[src/rtl/br_hazard.sv]
module br_hazard #(
  parameter int XLEN = 32,
  parameter int RW   = 5
) (
  input  logic            is_branch,
  input  logic [RW-1:0]   src_a,
  input  logic [RW-1:0]   src_b,
  input  logic [XLEN-1:0] rf_a,
  input  logic [XLEN-1:0] rf_b,
  input  logic [XLEN-1:0] pc_seq,
  input  logic [XLEN-1:0] br_off,
  input  logic            ex_wen,
  input  logic [RW-1:0]   ex_dst,
  input  logic            mem_wen,
  input  logic            mem_load,
  input  logic [RW-1:0]   mem_dst,
  input  logic [XLEN-1:0] mem_res,
  input  logic            wb_wen,
  input  logic [RW-1:0]   wb_dst,
  input  logic [XLEN-1:0] wb_res,
  output logic            stall,
  output logic [1:0]      fwd_a,
  output logic [1:0]      fwd_b,
  output logic            flush,
  output logic [XLEN-1:0] target
);

  localparam logic [1:0] SEL_RF  = 2'b00;
  localparam logic [1:0] SEL_WB  = 2'b01;
  localparam logic [1:0] SEL_MEM = 2'b10;

  logic [RW-1:0]   src [2];
  logic [XLEN-1:0] rfv [2];
  logic [XLEN-1:0] opv [2];
  logic [1:0]      sel [2];
  logic [1:0]      need;

  assign src[0] = src_a;
  assign src[1] = src_b;
  assign rfv[0] = rf_a;
  assign rfv[1] = rf_b;

  wire ex_live  = ex_wen  && (ex_dst  != '0);
  wire mem_live = mem_wen && (mem_dst != '0);
  wire wb_live  = wb_wen  && (wb_dst  != '0);

  for (genvar i = 0; i < 2; i++) begin : g_opnd
    wire hit_ex  = ex_live  && (ex_dst  == src[i]);
    wire hit_mem = mem_live && (mem_dst == src[i]);
    wire hit_wb  = wb_live  && (wb_dst  == src[i]);

    assign need[i] = hit_ex || (hit_mem && mem_load);

    always_comb begin
      if (!is_branch || stall) sel[i] = SEL_RF;
      else if (hit_mem)        sel[i] = SEL_MEM;
      else if (hit_wb)         sel[i] = SEL_WB;
      else                     sel[i] = SEL_RF;
    end

    assign opv[i] = (sel[i] == SEL_MEM) ? mem_res :
                    (sel[i] == SEL_WB)  ? wb_res  : rfv[i];
  end

  assign stall  = is_branch && (|need);
  assign fwd_a  = sel[0];
  assign fwd_b  = sel[1];
  assign flush  = is_branch && !stall && (opv[0] == opv[1]);
  assign target = pc_seq + (br_off << 2);

endmodule


[config.mk]
export PLATFORM = sky130hd
export DESIGN_NAME = br_hazard
export DESIGN_NICKNAME = d
export VERILOG_FILES = /design/src/rtl/br_hazard.sv
export SDC_FILE = /design/constraint.sdc
export NUM_CORES = 1
export LEC_CHECK = 0
export BUFFER_PORTS_ARGS = -buffer_cell sky130_fd_sc_hd__buf_2
export CAP_MARGIN = 15
export CORE_AREA = 2 2 102 104
export DETAILED_ROUTE_END_ITERATION = 16
export DIE_AREA = 0 0 104 106
export PLACE_DENSITY_LB_ADDON = 0.15
export RECOVER_POWER = 25
export SLEW_MARGIN = 20
export SYNTH_ARGS = -nofsm -noshare
export SYNTH_HDL_FRONTEND = slang
export SYNTH_SLANG_ARGS = --single-unit
[constraint.sdc]
create_clock -name vclk -period 8.5
set_clock_uncertainty 0.05 [all_clocks]
set_input_delay 1.7 -clock vclk [all_inputs]
set_output_delay 1.7 -clock vclk [all_outputs]
set_load 0.1 [all_outputs]
# --- Word-level counts from Yosys, hierarchy flattened ---
# Cells that the tools add are included.
totals:
  register_bits: 0
  input_bits: 222
  out_inout_bits: 38
  word_cells: 45
op_classes:
  addsub: 1
  eq_ne: 11
  mux: 10
  n_reduce_logical: 23
op_table:
  columns: ["op", "count"]
  rows:
  - ["two-way mux 32 bit", 4]
  - ["adder 32 bit", 1]
  - ["== test 32 bit", 1]
  - ["== test 5 bit", 6]
  - ["nonzero test 5 bit", 3]
  - ["logical AND 1 bit", 14]
  - ["two-way mux 2 bit", 4]
  - ["== test 2 x 1 -> 1 bit, second input constant", 2]
  - ["== test 2 bit, second input constant", 2]
  - ["logical OR 1 bit", 3]
  - ["logical NOT 1 bit", 2]
  - ["two-way mux 1 bit", 2]
  - ["OR reduction 2 bit", 1]

# --- Depth between registers and ports, before layout ---
logic_depth:
  word_depth: 14
  depth_mapped: 13
  depth_no_buf: 13

# --- Worst setup path before layout ---
# No wires, ideal clock.
synth_timing:
  kind: "input to output"
  startpoint: "input pc_seq[2]"
  endpoint: "output target[30]"
  t_arrival_ns: 7.153
  t_required_ns: 6.750
  slack_ns: -0.403
  stages: 12
  path_buffers: 0
  path_cell_list: "ha_1 -> inv_1 -> fa_1 -> nor2b_1 -> o21a_1 -> o21ai_0 -> a211o_1 -> a311o_1 -> a21oi_1 -> o31ai_1 -> a21o_1 -> o311ai_0"
synth_via:
  elab_chain_len: 1
synth_lines:
  columns: ["item", "line", "source"]
  rows:
  - ["start, declared", "10", "input logic [XLEN-1:0] pc_seq,"]
  - ["adder 32 bit", "69", "assign target = pc_seq + (br_off << 2);"]
  - ["end, declared", "25", "output logic [XLEN-1:0] target"]
# No other way between the ends.

# --- Worst setup path after layout ---
layout_timing:
  startpoint: "input src_b[0]"
  endpoint: "output flush"
layout_via:
  elab_chain_len: 13
  word_cells_on_any_way: 27
  classes_between: "8 x eq/ne; 8 x mux; 11 x reduce/logical"
layout_lines:
  columns: ["item", "line", "source"]
  rows:
  - ["start, declared", "7", "input logic [RW-1:0] src_b,"]
  - ["== test 5 bit", "49", "wire hit_mem = mem_live && (mem_dst == src[i]);"]
  - ["logical AND 1 bit", "49", null]
  - ["logical AND 1 bit", "52", "assign need[i] = hit_ex || (hit_mem && mem_load);"]
  - ["logical OR 1 bit", "52", null]
  - ["OR reduction 2 bit", "65", "assign stall = is_branch && (|need);"]
  - ["logical AND 1 bit", "65", null]
  - ["logical OR 1 bit", "55", "if (!is_branch || stall) sel[i] = SEL_RF;"]
  - ["two-way mux 2 bit", "55", null]
  - ["== test 2 x 1 -> 1 bit", "62", "(sel[i] == SEL_WB) ? wb_res : rfv[i];"]
  - ["two-way mux 32 bit", "62", null]
  - ["two-way mux 32 bit", "61", "assign opv[i] = (sel[i] == SEL_MEM) ? mem_res :"]
  - ["== test 32 bit", "68", "assign flush = is_branch && !stall && (opv[0] == opv[1]);"]
  - ["logical AND 1 bit *", "68", null]
  - ["end, declared", "24", "output logic flush,"]
# Every way passes the cells marked *; elsewhere a longest branch is shown, timed or not.

==> impl_metrics.tcl <==
set metrics [dict create \
    status "finished, final reports clean" \
    cp.required_ps 6750 \
    ys_types 57 \
    fin_crit_ps 7880 \
    core-area_sq_mm 0.0100 \
    hold_buffers 0 \
    cap_violations 0 \
    clkbuf_count 0 \
    firstDrtPassIters 5 \
    avgSynthCellArea_sq_um 6.79 \
    ys_seq_area_frac 0 \
    max_freq_mhz 127 \
    place_worst_setup_slack_ps 712 \
    worst_pin_slew_ps 1190 \
    ys_warn_count 0 \
    multiInputGateArea_sq_mm 0.00316 \
    worstPathArrival_ps 6130 \
    portBuffers 254 \
    fillers 1066 \
    crit_buf_inv 2 \
    ff_latch_area_sq_um 0 \
    vias 4890 \
    grt-busiest-layer "met2" \
    diodes 0 \
    gr-usage-met2 0.445 \
    die_y_um 106 \
    slowest_stage "a21o_1" \
    vias_per_cell 5.51 \
    cp_cell_sequence "buf_2 -> xnor2_1 -> nand3_1 -> o22ai_1 -> a21o_1 -> o21ba_2 -> a221oi_1 -> xnor2_1 -> nor4_1 -> o2111ai_1 -> nor4_2 -> buf_2" \
    cp-end-kind "primary output" \
    grt_overflow 0 \
    synth_fp_nets 768 \
    gp_congestion 0.904 \
    netlist_instances 516 \
    antenna_found_initial 1 \
    postCtsSetupBuffers 0 \
    place_inst 887 \
    top_level_ports 260 \
    drive_gt1_frac 0.352 \
    grt_max_degree 34 \
    chipWidth_um 104 \
    design.seq.count 0 \
    grt_setup_unrepaired "false" \
    cp_top_family "compound AO/OA/AOI/OAI gates" \
    hpwl_um 11300 \
    instances_no_fill 887 \
    ant_nets 0 \
    totalWireLength_um 13900 \
    rows 37 \
    grt_usage 0.231 \
    start_util 0.351 \
    die_area_sq_mm 0.0110 \
    fin_crit_sh 0.926 \
    drcViolationCount 0 \
    finalWorstSetupSlack_ps 625 \
    cpPeakStageDelay_ps 850 \
    drtIter0Drc 236 \
    slew_viol_final 0 \
    area_growth_pct 39.0 \
    worstPathMaxFanout 32 \
    synth_top_cell_by_area "xnor2_1" \
    leakage_nw 2.42 \
    crit_path_start_kind "input pin" \
    use_met3 0.0313 \
    grt_pass1_vias 4823 \
    slew_headroom 0.210 \
    netlist_top_cells_area "xnor2_1 16%, ha_1 10%, a221oi_1 7.2%, inv_1 6.6%, o221ai_1 6.2%" \
    finalHoldViolations 0 \
    met1_usage 0.266 \
    wl_per_cell_um 15.7 \
    finalSetupViolCount 0 \
    cts.repair.resized 0 \
    syn_area_sq_mm 0.00351 \
    critPathKind "in2out" \
    hp-class "in2out" \
    yosysTopAreaCellShare 0.160 \
    grt_pass1_wl_um 21900 \
    ir_drop_mv 0.139 \
    layout.nets 1005 \
    cellPowerDensity_mw_per_mm2 103 \
    tns_ps 0 \
]
==> area by class of cell <==
cell class	count	share of cell area
inverter	64	0.0493
multi-input combinational	428	0.649
tap	136	0.0349
timing repair buffer	259	0.267
==> synthesized netlist by cell type, types with 2 or more instances <==
cell type / number
clkinv_1: 2
o211ai_1: 2
o21bai_1: 5
a21boi_0: 2
a22o_1: 4
a22oi_1: 3
o311ai_0: 2
buf_4: 2
a221oi_1: 29
or4_1: 5
and3_1: 10
nor4_1: 7
inv_1: 62
a211oi_1: 3
xnor2_1: 64
nand4_1: 4
a21oi_1: 27
a21o_1: 14
o31ai_1: 2
and2_1: 4
buf_6: 2
o21a_1: 5
o221ai_1: 25
nand3_1: 34
nor2b_1: 4
buf_2: 4
nor3_1: 34
xor2_1: 21
nor2_1: 22
clkbuf_1: 16
ha_1: 29
nand2b_1: 6
a221oi_2: 3
o21ai_0: 10
nand2_1: 21
a31oi_1: 6
==> stage by stage <==
step           total power [mW]  instance area (sq um)  hold slack [ps]   util
6_report                  0.504                   4870             3350  0.487
5_1_grt                   0.534                   4870             3350  0.487
4_1_cts                   0.506                   4880             3350  0.488
3_5_place_dp              0.503                   4880             3350  0.488
3_3_place_gp              0.499                   4880             3350  0.488
2_1_floorplan             0.389                   3510             3560      -
==> routing by layer <==
layer	share of wire	wire length, um	up-vias
met1	0.41	5640	2276
met3	0.067	928	20
met5	0.00079	11	-
li1	-	-	2394
met2	0.51	7080	198
met4	0.019	259	2
==> power breakdown <==
group | switching [mW] | leakage (nW) | internal [mW]
clock network | 0 | 0 | 0
logic | 0.365 | 2.42 | 0.139
registers | 0 | 0 | 0
==> path summary, 6_finish.rpt <==
kind,slack (ps),startpoint,endpoint,cells past startpoint
min,3350,pc_seq[1],target[1],0
max,620,src_b[0],flush,12
==> layout by cell type, fill, tap and decap left out, types with 5 or more instances in the layout <==
| cell type | synthesis | routed |
|---|---|---|
| nand2b_1 | 6 | 6 |
| nor4_1 | 7 | 6 |
| clkbuf_1 | 16 | 7 |
| a21oi_1 | 27 | 25 |
| inv_1 | 62 | 62 |
| xor2_1 | 21 | 21 |
| o21ai_0 | 10 | 10 |
| nand3_1 | 34 | 34 |
| nand2_1 | 21 | 21 |
| nor2_1 | 22 | 22 |
| buf_2 | 4 | 247 |
| and3_1 | 10 | 10 |
| xnor2_1 | 64 | 64 |
| ha_1 | 29 | 29 |
| buf_4 | 2 | 5 |
| a31oi_1 | 6 | 6 |
| o21a_1 | 5 | 5 |
| o221ai_1 | 25 | 25 |
| nor3_1 | 34 | 34 |
| a21o_1 | 14 | 14 |
| a221oi_1 | 29 | 29 |
| or4_1 | 5 | 5 |
| o21bai_1 | 5 | 5 |
==> cells by family after synthesis <==
logic type | synth area share
mux | 0.00286
compound gates | 0.329
simple gates | 0.244
fa+ha+maj | 0.109
xor+xnor | 0.212
buf+inv | 0.102
(Power assumes the default switching activity.)
